**config.mk**
```make
export PLATFORM = sky130hd
export DESIGN_NAME = tamp_bkp_regs
export DESIGN_NICKNAME = d
export VERILOG_FILES = /design/src/rtl/tamp_bkp_pkg.sv /design/src/rtl/tamp_bkp_decode.sv /design/src/rtl/tamp_flag_bank.sv /design/src/rtl/bkp_reg_bank.sv /design/src/rtl/tamp_bkp_regs.sv
export SDC_FILE = /design/constraint.sdc
export NUM_CORES = 1
export LEC_CHECK = 0
export BUFFER_PORTS_ARGS = -buffer_cell sky130_fd_sc_hd__buf_4
export CELL_PAD_IN_SITES_DETAIL_PLACEMENT = 0
export CELL_PAD_IN_SITES_GLOBAL_PLACEMENT = 1
export CORE_MARGIN = 2
export CORE_UTILIZATION = 46
export DETAILED_ROUTE_END_ITERATION = 10
export PLACE_DENSITY_LB_ADDON = 0.08
export RECOVER_POWER = 50
export SLEW_MARGIN = 20
export SYNTH_ARGS = -nofsm -noshare
export SYNTH_HDL_FRONTEND = slang
export SYNTH_SLANG_ARGS = --single-unit
```
**constraint.sdc**
```tcl
create_clock -name clk_i -period 2 [get_ports clk_i]
set_clock_uncertainty 0.15 [all_clocks]
set_input_delay 0.1 -clock clk_i [delete_from_list [all_inputs] [get_ports clk_i]]
set_output_delay 0.1 -clock clk_i [all_outputs]
set_load 0.01 [all_outputs]
```
**src/rtl/tamp_bkp_pkg.sv**
```systemverilog
package tamp_bkp_pkg;
  localparam int unsigned DATA_W     = 32;
  localparam int unsigned ADDR_W     = 9;
  localparam int unsigned BKP_BASE   = 32'h100;
  localparam int unsigned BKP_STRIDE = 4;
  localparam int unsigned STAT_OFS   = 32'h030;
  localparam int unsigned CLR_OFS    = 32'h03C;
endpackage

```
**src/rtl/tamp_bkp_decode.sv**
```systemverilog
module tamp_bkp_decode
  import tamp_bkp_pkg::*;
#(
  parameter int unsigned NUM_BKP = 5
) (
  input  logic [ADDR_W-1:0]  addr_i,
  output logic [NUM_BKP-1:0] bkp_hit_o,
  output logic               stat_hit_o,
  output logic               clr_hit_o
);
  for (genvar k = 0; k < NUM_BKP; k++) begin : g_hit
    localparam logic [ADDR_W-1:0] OFS = ADDR_W'(BKP_BASE + BKP_STRIDE * k);
    assign bkp_hit_o[k] = (addr_i == OFS);
  end

  assign stat_hit_o = (addr_i == ADDR_W'(STAT_OFS));
  assign clr_hit_o  = (addr_i == ADDR_W'(CLR_OFS));
endmodule

```
**src/rtl/tamp_flag_bank.sv**
```systemverilog
module tamp_flag_bank #(
  parameter int unsigned NUM_TAMP = 3
) (
  input  logic                clk_i,
  input  logic                bkp_rst_ni,
  input  logic [NUM_TAMP-1:0] set_i,
  input  logic [NUM_TAMP-1:0] clr_i,
  output logic [NUM_TAMP-1:0] flags_o
);
  logic [NUM_TAMP-1:0] flags_q;

  // set has priority over a same-cycle clear
  always_ff @(posedge clk_i or negedge bkp_rst_ni) begin
    if (!bkp_rst_ni) flags_q <= '0;
    else             flags_q <= (flags_q & ~clr_i) | set_i;
  end

  assign flags_o = flags_q;
endmodule

```
**src/rtl/bkp_reg_bank.sv**
```systemverilog
module bkp_reg_bank #(
  parameter int unsigned NUM_BKP = 5,
  parameter int unsigned DATA_W  = 32
) (
  input  logic                            clk_i,
  input  logic                            bkp_rst_ni,
  input  logic                            wipe_i,
  input  logic [NUM_BKP-1:0]              wr_i,
  input  logic [DATA_W-1:0]               wdata_i,
  output logic [NUM_BKP-1:0][DATA_W-1:0]  regs_o
);
  for (genvar k = 0; k < NUM_BKP; k++) begin : g_reg
    logic [DATA_W-1:0] q;
    always_ff @(posedge clk_i or negedge bkp_rst_ni) begin
      if (!bkp_rst_ni)  q <= '0;
      else if (wipe_i)  q <= '0;
      else if (wr_i[k]) q <= wdata_i;
    end
    assign regs_o[k] = q;
  end
endmodule

```
**src/rtl/tamp_bkp_regs.sv**
```systemverilog
module tamp_bkp_regs
  import tamp_bkp_pkg::*;
#(
  parameter int unsigned NUM_BKP  = 5,
  parameter int unsigned NUM_TAMP = 3
) (
  input  logic                clk_i,
  input  logic                rst_ni,
  input  logic                bkp_rst_ni,
  input  logic                sel_i,
  input  logic                we_i,
  input  logic [ADDR_W-1:0]   addr_i,
  input  logic [DATA_W-1:0]   wdata_i,
  output logic [DATA_W-1:0]   rdata_o,
  input  logic [NUM_TAMP-1:0] tamper_i,
  input  logic                rdp_off_i,
  output logic [NUM_TAMP-1:0] flags_o
);
  logic                           wr_en, rd_en, wipe;
  logic [NUM_BKP-1:0]             bkp_hit, bkp_wr;
  logic                           stat_hit, clr_hit;
  logic [NUM_TAMP-1:0]            flags, clr_vec;
  logic [NUM_BKP-1:0][DATA_W-1:0] bkp_q;
  logic [DATA_W-1:0]              rd_mux, rdata_q;

  assign wr_en = sel_i & we_i;
  assign rd_en = sel_i & ~we_i;

  tamp_bkp_decode #(.NUM_BKP(NUM_BKP)) u_dec (
    .addr_i     (addr_i),
    .bkp_hit_o  (bkp_hit),
    .stat_hit_o (stat_hit),
    .clr_hit_o  (clr_hit)
  );

  assign clr_vec = (wr_en && clr_hit) ? wdata_i[NUM_TAMP-1:0] : '0;

  tamp_flag_bank #(.NUM_TAMP(NUM_TAMP)) u_flags (
    .clk_i      (clk_i),
    .bkp_rst_ni (bkp_rst_ni),
    .set_i      (tamper_i),
    .clr_i      (clr_vec),
    .flags_o    (flags)
  );

  // a new event wipes at once; a pending flag keeps the bank at zero
  assign wipe   = (|tamper_i) | (|flags) | rdp_off_i;
  assign bkp_wr = wr_en ? bkp_hit : '0;

  bkp_reg_bank #(.NUM_BKP(NUM_BKP), .DATA_W(DATA_W)) u_bank (
    .clk_i      (clk_i),
    .bkp_rst_ni (bkp_rst_ni),
    .wipe_i     (wipe),
    .wr_i       (bkp_wr),
    .wdata_i    (wdata_i),
    .regs_o     (bkp_q)
  );

  always_comb begin
    rd_mux = '0;
    if (stat_hit) rd_mux = DATA_W'(flags);
    for (int k = 0; k < NUM_BKP; k++) begin
      if (bkp_hit[k]) rd_mux = rd_mux | bkp_q[k];
    end
  end

  always_ff @(posedge clk_i or negedge rst_ni) begin
    if (!rst_ni) rdata_q <= '0;
    else         rdata_q <= rd_en ? rd_mux : '0;
  end

  assign rdata_o = rdata_q;
  assign flags_o = flags;
endmodule

```
==> summary.txt, run 1 <==
Status
  • Status: finished clean

Setup path
  • R2R Setup Slk: 190 ps
  • Setup crit end kind: register
  • Cells on worst reg2reg path: 4
  • Arr. time, crit path: around 2100 ps
  • FF-to-FF Start: u_flags.flags_o[0]$_DFF_PN0_
  • Kind of critical path: primary input to register
  • Startpoint types: primary input
  • Reg2reg end: u_bank.g_reg[2].q[18]$_DFFE_PN0P_
  • Critical path required time: 2160 ps
  • Crit-path max FO: 5

Hold path
  • Worst Hold Depth: 4
  • Min-Delay Path Class: primary input to register
  • Hold path start: addr_i[1]
  • Hold-critical path endpoint: rdata_o[0]$_DFF_PN0_

Die
  • Boundary Pins: 85
  • Initial Utilization: 0.468
  • Die width: around 140 um
  • Die Area: slightly above 20,000 um^2
  • Core Box Area: around 19,000 um^2
  • Die height: ~140 um
  • FP Rows: 50

Detailed routing
  • Final WL: ~24,000 um
  • Routed vias/inst: roughly 5.6
  • DR pass1 iterations: 5
  • DRC: 0
  • Final ANT Viol Nets: 0
  • Drt wl/cell: ~19 um
  • 1st-iter DRT viols: just over 500
  • Via count: ~6,900

Timing
  • Slew Limit Fails: 0
  • Final setup margin: slightly above 50 ps
  • Tmin final: slightly below 2000 ps
  • Final number of hold-violating endpoints: 0
  • Max Freq: 513 MHz
  • Max-slew headroom: 0.0234
  • Setup violators final: 0
  • Worst Tran Pin Value: 1460 ps
  • Unrepaired setup endpoints after global routing: no
  • Fin crit share: 0.975

Place
  • Post-Place Setup Slack: -176 ps
  • Detail Placement HPWL: about 15,000 um
  • RD Place Congestion: 0.795
  • IO Port Bufs: 84

Layout
  • N_diodes: 0
  • Post-layout util: 0.575
  • Synth-to-Final Area Change: 22.9%
  • Net count reported at finish: between 1,000 and 1,500
  • Share of cells above drive strength 1: 0.162

Power and ir drop
  • Pwr dens: about 710 nW/um^2
  • Max VDD drop: about 0.63 mV
  • Final Total Pwr: 7.65 mW
  • LEAKAGE: between 4 and 5 nW

Clock network
  • CTS tree: built
  • Clock insertion delay at the later pin of the skew report: approximately 420 ps
  • Max Root-Sink Buffers: 2
  • Worst-path clk slew: around 70 ps
  • Htree depth: 4
  • Num CTS Buffers: 17
  • CTS Sinks: 195
  • Root buffer cell: clkbuf_16

Global route
  • Total track usage: 0.247
  • First-pass GRT wire length: roughly 38,000 um
  • Pin count of the biggest net entering global routing: 161
  • Grt ovf: 0
  • Vias in the first global route: between 6,000 and 7,000
  • Initial antenna violation count: 0

Logic synthesis
  • Synth area leaders: dfrtp_1, mux2i_1, nand2_1
  • Prevailing post-synth register cell: dfrtp_1
  • Sequential element share of the synthesized area: 0.559
  • Yosys top cell area share: 0.559
  • Post-Syn Area per Cell: slightly above 10 um^2
  • Cell Area, Synth: 8730 um^2
  • Number of enable flip-flop cells after synthesis: 0
  • Post-synth ARST share: 1.00
  • Gate Count Post-Synth: 867
  • Yosys top cell by area: dfrtp_1
  • Yosys warns: 0
  • Register bit count reported by yosys: between 150 and 200
  • Net Count, Synth: roughly 920
  • Number of library cell types mapped by synthesis: 39

Run
  • Max_cap viols: 0
==> state kept, by name, summed over array words and instances, names as in the netlist <==
signal / flops
rdata_o: 32
u_bank.g.q: 160
u_flags.flags_o: 3
==> cells in the final DEF (no fill, tap or decap), types with 2 or more instances in the layout <==
| cell type | n |
|---|---|
| nand2_1 | 195 |
| dfrtp_1 | 195 |
| a21oi_1 | 120 |
| mux2i_1 | 109 |
| buf_4 | 98 |
| nor2_1 | 95 |
| dlygate4sd3_1 | 40 |
| o22ai_1 | 23 |
| clkbuf_1 | 21 |
| clkbuf_16 | 17 |
| a22oi_1 | 10 |
| buf_12 | 10 |
| mux4_2 | 6 |
| mux2_2 | 6 |
| clkinvlp_4 | 4 |
| and3_1 | 3 |
| nand3_1 | 3 |
| a22o_1 | 3 |
| nand2b_1 | 2 |
| nor4_1 | 2 |
| inv_1 | 2 |
| a21o_1 | 2 |
| nor4_2 | 2 |
| nor4b_2 | 2 |
| or3_1 | 2 |
| nor2b_1 | 2 |
| o32ai_1 | 2 |
| nand3b_1 | 2 |
| clkinv_2 | 2 |
| bufinv_16 | 2 |
| clkbuf_2 | 2 |
| buf_6 | 2 |
==> cell usage after synthesis, drive strengths merged (3+ instances only) <==
master / number
nor2: 95
buf: 25
clkbuf: 40
nand3: 4
a22o: 3
nand2: 196
nor4b: 3
dfrtp: 195
o22ai: 23
mux2i: 109
a21oi: 120
and3: 3
a22oi: 10
nor4: 5
mux2: 6
mux4: 6
==> through the flow <==
step | std cells | TNS (ps) | area [um^2] | hold WS, ps
after floorplan | 867 | 0 | 8730 | -346
after global placement | 1166 | -5130 | 9860 | -43.6
after detailed placement | 1166 | -6570 | 9860 | -28.2
after CTS | 1236 | 0 | 10800 | 5.74
after global routing | 1236 | 0 | 10700 | 44.3
final | 1236 | 0 | 10700 | 47.6
==> per-layer routing <==
metal,global-route usage,vias up,share of wire
met2,0.411,189,0.48
met1,0.342,3494,0.46
met3,0.0327,32,0.042
met5,0,-,0
met4,0.0689,0,0.016
li1,-,3196,-
==> logic make-up after synthesis <==
| group | count (synthesis) | synth area share |
|---|---|---|
| muxes | 121 | 0.148 |
| and+or+nand+nor | 323 | 0.156 |
| AOI/OAI and AO/OA | 161 | 0.102 |
| buffers and inverters | 67 | 0.0358 |
| DFF | 195 | 0.559 |
==> worst max-delay path, cell delays in order <==
cell and delay (ps):
dlygate4sd3_1 520, buf_4 140, nand3_2 110, nor4_1 300, buf_4 160, nand2_1 60
a21o_1 170, dlygate4sd3_1 550
==> power by group <==
group	switching [mW]	internal, mW	leakage (nW)
Combinational	0.253	0.189	1.37
Sequential	0.0000314	3.94	2.71
Clock	1.44	1.83	0.255
==> worst max-delay path by stage <==
stage	from	endpoint	slack (ps)	depth (start not counted)
after floorplan	addr_i[5]	u_bank.g_reg[1].q[1]$_DFFE_PN0P_	110	6
after global placement	addr_i[5]	u_bank.g_reg[1].q[2]$_DFFE_PN0P_	-130	7
after detailed placement	addr_i[5]	u_bank.g_reg[1].q[8]$_DFFE_PN0P_	-180	7
after CTS	addr_i[1]	u_flags.flags_o[2]$_DFF_PN0_	10	8
after global routing	bkp_rst_ni	u_bank.g_reg[0].q[1]$_DFFE_PN0P_	6	3
final	we_i	u_flags.flags_o[2]$_DFF_PN0_	50	8
==> final cells by class <==
class	count	area, um^2
Inverter	2	7.51
Sequential cell	195	4880
Clock inverter	9	109
Timing Repair Buffer	170	1440
Clock buffer	21	440
Tap cell	234	293
Fill cell	1643	7920
Multi-Input combinational cell	605	3560
==> what timing repair did <==
action	4_1_cts	5_1_grt
hold buffers	40	0
hold endpoints to repair	359	0
setup endpoints to repair	0	1
buffers inserted	0	0
gates resized for setup	0	2
(Power assumes the default switching activity.)
==> inputs of run 2 (changes only) <==
--- a/config.mk
+++ b/config.mk
@@ -11,9 +11,9 @@
 export CORE_MARGIN = 2
 export CORE_UTILIZATION = 46
 export DETAILED_ROUTE_END_ITERATION = 10
-export PLACE_DENSITY_LB_ADDON = 0.08
+export PLACE_DENSITY = 0.84
 export RECOVER_POWER = 50
-export SLEW_MARGIN = 20
+export SLEW_MARGIN = 25
 export SYNTH_ARGS = -nofsm -noshare
 export SYNTH_HDL_FRONTEND = slang
 export SYNTH_SLANG_ARGS = --single-unit
==> run 2 against run 1 <==
Via count is 2.7% lower; cell area is essentially flat; utilization is essentially flat; cell count up 0.57%; critical path depth decreased by 1.
==> summary.txt, run 2 (synthesis results as in run 1) <==
Place
  • RD Place Congestion: about 0.82
  • Detail Placement HPWL: between 10,000 and 15,000 um
  • IO Port Bufs: 84
  • Post-Place Setup Slack: -160 ps

Detailed routing
  • Top sig layer: met4
  • Routed vias/inst: roughly 5.4
  • Drt wl/cell: approximately 18 um
  • Final ANT Viol Nets: 0
  • Final WL: roughly 23,000 um
  • WL met1: between 10,000 and 15,000 um
  • Met3 wire length: about 880 um
  • Met2 wire length: between 10,000 and 15,000 um
  • DRC: 0
  • 1st-iter DRT viols: around 430
  • Via count: about 6,700
  • DR pass1 iterations: 5

Layout
  • Register area: 4880 um^2
  • Share of cells above drive strength 1: 0.169
  • N_diodes: 0
  • Synth-to-Final Area Change: 23.0%
  • Fill cells: 1,627
  • Net count reported at finish: between 1,000 and 1,500
  • Area of the multi-input gates: 3550 um^2
  • Most frequent cells in the layout: nand2_1, dfrtp_1, a21oi_1
  • Top reg by flops: u_bank.g.q
  • Max reg flops: 160

Clock network
  • Root buffer cell: clkbuf_16
  • Worst-path clk slew: about 70 ps
  • CTS tree: built
  • Post-CTS Setup Inserts: 0
  • Htree depth: 4
  • Post-CTS sizing: 0
  • CTS Sinks: 195
  • Clock insertion delay at the later pin of the skew report: roughly 430 ps
  • Num CTS Buffers: 17
  • CTS Hold Bufs: 40
  • Max Root-Sink Buffers: 2

Die
  • Die Area: around 20,000 um^2
  • Die height: ~140 um
  • Boundary Pins: 85
  • Die width: 142 um
  • Core Box Area: ~19,000 um^2
  • Initial Utilization: 0.468
  • FP Rows: 50

Global route
  • Pin count of the biggest net entering global routing: 65
  • Vias in the first global route: slightly below 7,000
  • Total track usage: 0.237
  • Initial antenna violation count: 0
  • First-pass GRT wire length: about 37,000 um
  • Grt ovf: 0

Power and ir drop
  • Pwr dens: approximately 720 nW/um^2
  • Max VDD drop: 0.631 mV
  • LEAKAGE: around 4.4 nW

Run
  • Max_cap viols: 0

Timing
  • Slew Limit Fails: 0
  • Tmin final: approximately 1800 ps
  • Unrepaired setup endpoints after global routing: no
  • Final setup margin: approximately 200 ps
  • TNS Setup: 0 ps
  • Fin crit share: 0.901
  • Worst Tran Pin Value: 1120 ps
  • Max-slew headroom: 0.253
  • Setup violators final: 0
  • Max Freq: around 550 MHz
  • Final number of hold-violating endpoints: 0

Status
  • Status: finished clean

Setup path
  • Startpoint types: primary input
  • Kind of critical path: primary input to register
  • Critical path required time: 2160 ps
  • R2R Setup Slk: roughly 280 ps
  • Arr. time, crit path: approximately 2000 ps
  • Crit-path max FO: 10
  • Setup crit end kind: register

Hold path
  • Min-Delay Path Class: primary input to register
[run 2: worst paths after layout]
kind / to / cells after the start / start
max: u_bank.g_reg[1].q[29]$_DFFE_PN0P_ / 7 / sel_i
min: rdata_o[0]$_DFF_PN0_ / 4 / addr_i[0]
max reg2reg: u_bank.g_reg[2].q[6]$_DFFE_PN0P_ / 4 / u_flags.flags_o[0]$_DFF_PN0_
min reg2reg: u_bank.g_reg[4].q[5]$_DFFE_PN0P_ / 2 / u_bank.g_reg[4].q[5]$_DFFE_PN0P_
max in group asynchronous: u_flags.flags_o[1]$_DFF_PN0_ / 3 / bkp_rst_ni
min in group asynchronous: rdata_o[6]$_DFF_PN0_ / 2 / rst_ni
[run 2: power breakdown]
group	switching, mW	internal, mW
logic	0.246	0.181
clock network	1.55	1.77
registers	0.0000304	3.94
total	1.80	5.89
[run 2: layout make-up]
| class | count | share of cell area |
|---|---|---|
| sequential | 195 | 0.454 |
| multi-input combinational | 605 | 0.331 |
| timing repair buffer | 175 | 0.134 |
| clock buffer | 18 | 0.0409 |
| tap | 234 | 0.0273 |
| clock inverter | 14 | 0.0119 |
| inverter | 2 | 0.000699 |
[run 2: worst max-delay path: stages]
cell and delay, ps:
dlygate4sd3_1 530, buf_4 130, and3b_1 260, nor4b_4 290, buf_4 290, mux2i_1 280, nor2_1 80
[run 2: layer usage]
metal,up-vias,GRT usage
li1,3195,-
met1,3362,0.345
met2,150,0.375
met3,18,0.0385
met4,0,0.0589
met5,-,0
[run 2: per-stage QoR]
step	hold WS, ps	instance area [um^2]	utilization	std cells	total power, mW
after CTS	0.927	10800	0.580	1243	7.75
after global placement	-98.3	9850	0.528	1171	4.39
after floorplan	-346	8730	-	867	4.11
after detailed placement	-97.9	9850	0.528	1171	4.39
after global routing	70.3	10700	0.576	1243	7.95
final	93.8	10700	0.576	1243	7.69
==> inputs of run 3 (changes only) <==
--- a/config.mk
+++ b/config.mk
@@ -9,9 +9,10 @@
 export CELL_PAD_IN_SITES_DETAIL_PLACEMENT = 0
 export CELL_PAD_IN_SITES_GLOBAL_PLACEMENT = 1
 export CORE_MARGIN = 2
-export CORE_UTILIZATION = 46
+export CORE_UTILIZATION = 48
+export CTS_BUF_LIST = sky130_fd_sc_hd__clkbuf_2 sky130_fd_sc_hd__clkbuf_4 sky130_fd_sc_hd__clkbuf_8
 export DETAILED_ROUTE_END_ITERATION = 10
-export PLACE_DENSITY = 0.84
+export PLACE_DENSITY = 0.87
 export RECOVER_POWER = 50
 export SLEW_MARGIN = 25
 export SYNTH_ARGS = -nofsm -noshare
==> run 3 against run 2 <==
Fmax down 6.2%; combinational power grew 5.4%; total power decreased by 9.3%; utilization up 1.5 points; routed wire length grew 2.1%; cell area shrank 1.5%; clock power fell by 22%; global-route usage is 0.91 points higher; setup slack worse by 120 ps; sequential power about the same; cell count shrank 0.24%.
==> summary.txt, run 3 (synthesis results as in run 1) <==
Status
  • Status: finished clean

Hold path
  • Hold path start: addr_i[3]
  • Min-Delay Path Class: primary input to register
  • Worst Hold Depth: 4
  • Hold-critical path endpoint: rdata_o[29]$_DFF_PN0_

Global route
  • Grt ovf: 0
  • Pin count of the biggest net entering global routing: 161
  • Vias in the first global route: between 6,000 and 7,000
  • First-pass GRT wire length: 37,400 um
  • Initial antenna violation count: 0
  • Total track usage: 0.246

Setup path
  • CP max-delay cell: dlygate4sd3_1
  • Kind of critical path: primary input to register
  • Critical path's most frequent cell: buf_4
  • Startpoint types: primary input
  • Cells on worst reg2reg path: 4
  • Critical-path cell list: buf_4 > dlygate4sd3_1 > buf_4 > nor4_4 > buf_4 > and4_2 > buf_6 > nand2_1 > a21oi_1
  • R2R Setup Slk: around 160 ps
  • Reg2reg end: u_bank.g_reg[2].q[12]$_DFFE_PN0P_
  • Setup crit end kind: register
  • Crit-path max FO: 12
  • Arr. time, crit path: around 2200 ps
  • FF-to-FF Start: u_flags.flags_o[0]$_DFF_PN0_
  • CP peak stage delay: between 500 and 600 ps
  • Critical path required time: between 2000 and 2500 ps

Die
  • Boundary Pins: 85
  • Core Box Area: 17,900 um^2
  • FP Rows: 49
  • Initial Utilization: 0.488
  • Die width: 139 um
  • Die Area: between 15,000 and 20,000 um^2
  • Die height: approximately 140 um

Detailed routing
  • DR pass1 iterations: 5
  • Via count: 6,908
  • Drt wl/cell: ~19 um
  • Final WL: around 23,000 um
  • Final ANT Viol Nets: 0
  • 1st-iter DRT viols: between 500 and 600
  • Routed vias/inst: approximately 5.6
  • DRC: 0

Timing
  • Max-slew headroom: 0.433
  • Final setup margin: ~80 ps
  • Max Freq: 521 MHz
  • Tmin final: just under 2000 ps
  • Slew Limit Fails: 0
  • Worst Tran Pin Value: about 850 ps
  • Unrepaired setup endpoints after global routing: no
  • Setup violators final: 0
  • Final number of hold-violating endpoints: 0
  • Fin crit share: 0.960

Layout
  • Net count reported at finish: approximately 1,000
  • Most frequent cells in the layout: nand2_1, dfrtp_1, a21oi_1
  • Post-route insts no fill: about 1,200
  • Synth-to-Final Area Change: 21.1%
  • Top reg by flops: u_bank.g.q
  • N_diodes: 0
  • Final instance area: 10,600 um^2
  • Max reg flops: 160
  • Share of cells above drive strength 1: 0.145

Power and ir drop
  • LEAKAGE: 4.23 nW
  • Max VDD drop: ~0.45 mV
  • Pwr dens: 659 nW/um^2

Place
  • Detail Placement HPWL: between 10,000 and 15,000 um
  • Placed Instances: about 1,200
  • Post-Place Setup Slack: -101 ps
  • RD Place Congestion: 0.802
  • Post-DP Area: ~9800 um^2
  • IO Port Bufs: 84

Clock network
  • CTS tree: built
  • CTS Sinks: between 150 and 200
  • Max Root-Sink Buffers: 2
  • Htree depth: 4
  • Worst-path clk slew: ~110 ps
  • Root buffer cell: clkbuf_8
  • Post-CTS Setup Inserts: 0
  • Clock insertion delay at the later pin of the skew report: slightly below 500 ps
  • Num CTS Buffers: 17

Run
  • Max_cap viols: 0
==> run 3: changes by cell type in the layout (fill, tap and decap cells not counted), moves of 2 or more <==
cell           delta
clkbuf_16        -17
clkbuf_1         +20
clkbuf_8         +18
inv_6             -2
dlygate4sd3_1     +7
nor4_2            -2
nor4_4            +2
buf_6             +3
buf_4            -28
==> run 3: power breakdown <==
part	internal, mW	switching, mW	total [mW]
registers	3.94	0.0000287	3.94
clock network	1.17	1.41	2.58
logic	0.191	0.259	0.450
==> run 3: routing by layer <==
| metal | vias up | share of wire | GRT usage |
|---|---|---|---|
| met4 | 0 | 0.015 | 0.0739 |
| li1 | 3211 | - | - |
| met5 | - | 0 | 0 |
| met1 | 3444 | 0.44 | 0.347 |
| met2 | 229 | 0.48 | 0.392 |
| met3 | 24 | 0.062 | 0.0473 |
==> run 3: stage by stage <==
step                      hold WS, ps   util  power, mW  setup TNS, ps
after floorplan                  -346      -       4.11              0
after global placement          -78.8  0.548       4.39          -2790
after detailed placement        -81.5  0.548       4.39          -3220
after CTS                        5.60  0.597       7.02              0
after global routing             56.6  0.591       7.20              0
final                            50.4  0.591       6.97              0
==> run 3: worst max path at each step <==
| stage | from | to | slack, ps |
|---|---|---|---|
| final | addr_i[1] | u_bank.g_reg[4].q[1]$_DFFE_PN0P_ | 80 |
| after global routing | addr_i[1] | u_bank.g_reg[4].q[4]$_DFFE_PN0P_ | 20 |
| after CTS | addr_i[1] | u_flags.flags_o[2]$_DFF_PN0_ | 20 |
| after detailed placement | addr_i[5] | u_bank.g_reg[1].q[13]$_DFFE_PN0P_ | -100 |
| after global placement | addr_i[5] | u_bank.g_reg[1].q[20]$_DFFE_PN0P_ | -70 |
| after floorplan | addr_i[5] | u_bank.g_reg[1].q[1]$_DFFE_PN0P_ | 110 |
==> run 3: cell type report <==
cell class | instances | area [um^2]
fill | 1573 | 7330
tap | 229 | 287
timing repair buffer | 178 | 1430
multi-input combinational | 605 | 3580
clock inverter | 12 | 131
sequential | 195 | 4880
clock buffer | 19 | 262
inverter | 2 | 7.51
==> run 3: worst max-delay path, delay by kind of cell <==
family,cells,cell delay (ps)
compound gates,1,170
buf+inv,5,1240
simple gates,3,660
==> run 3: what timing repair did <==
action                                  4_1_cts  5_1_grt
hold buffers                                 48        0
resized for setup                             0        8
endpoints found under the setup margin        0       27
hold endpoints to repair                    369        0
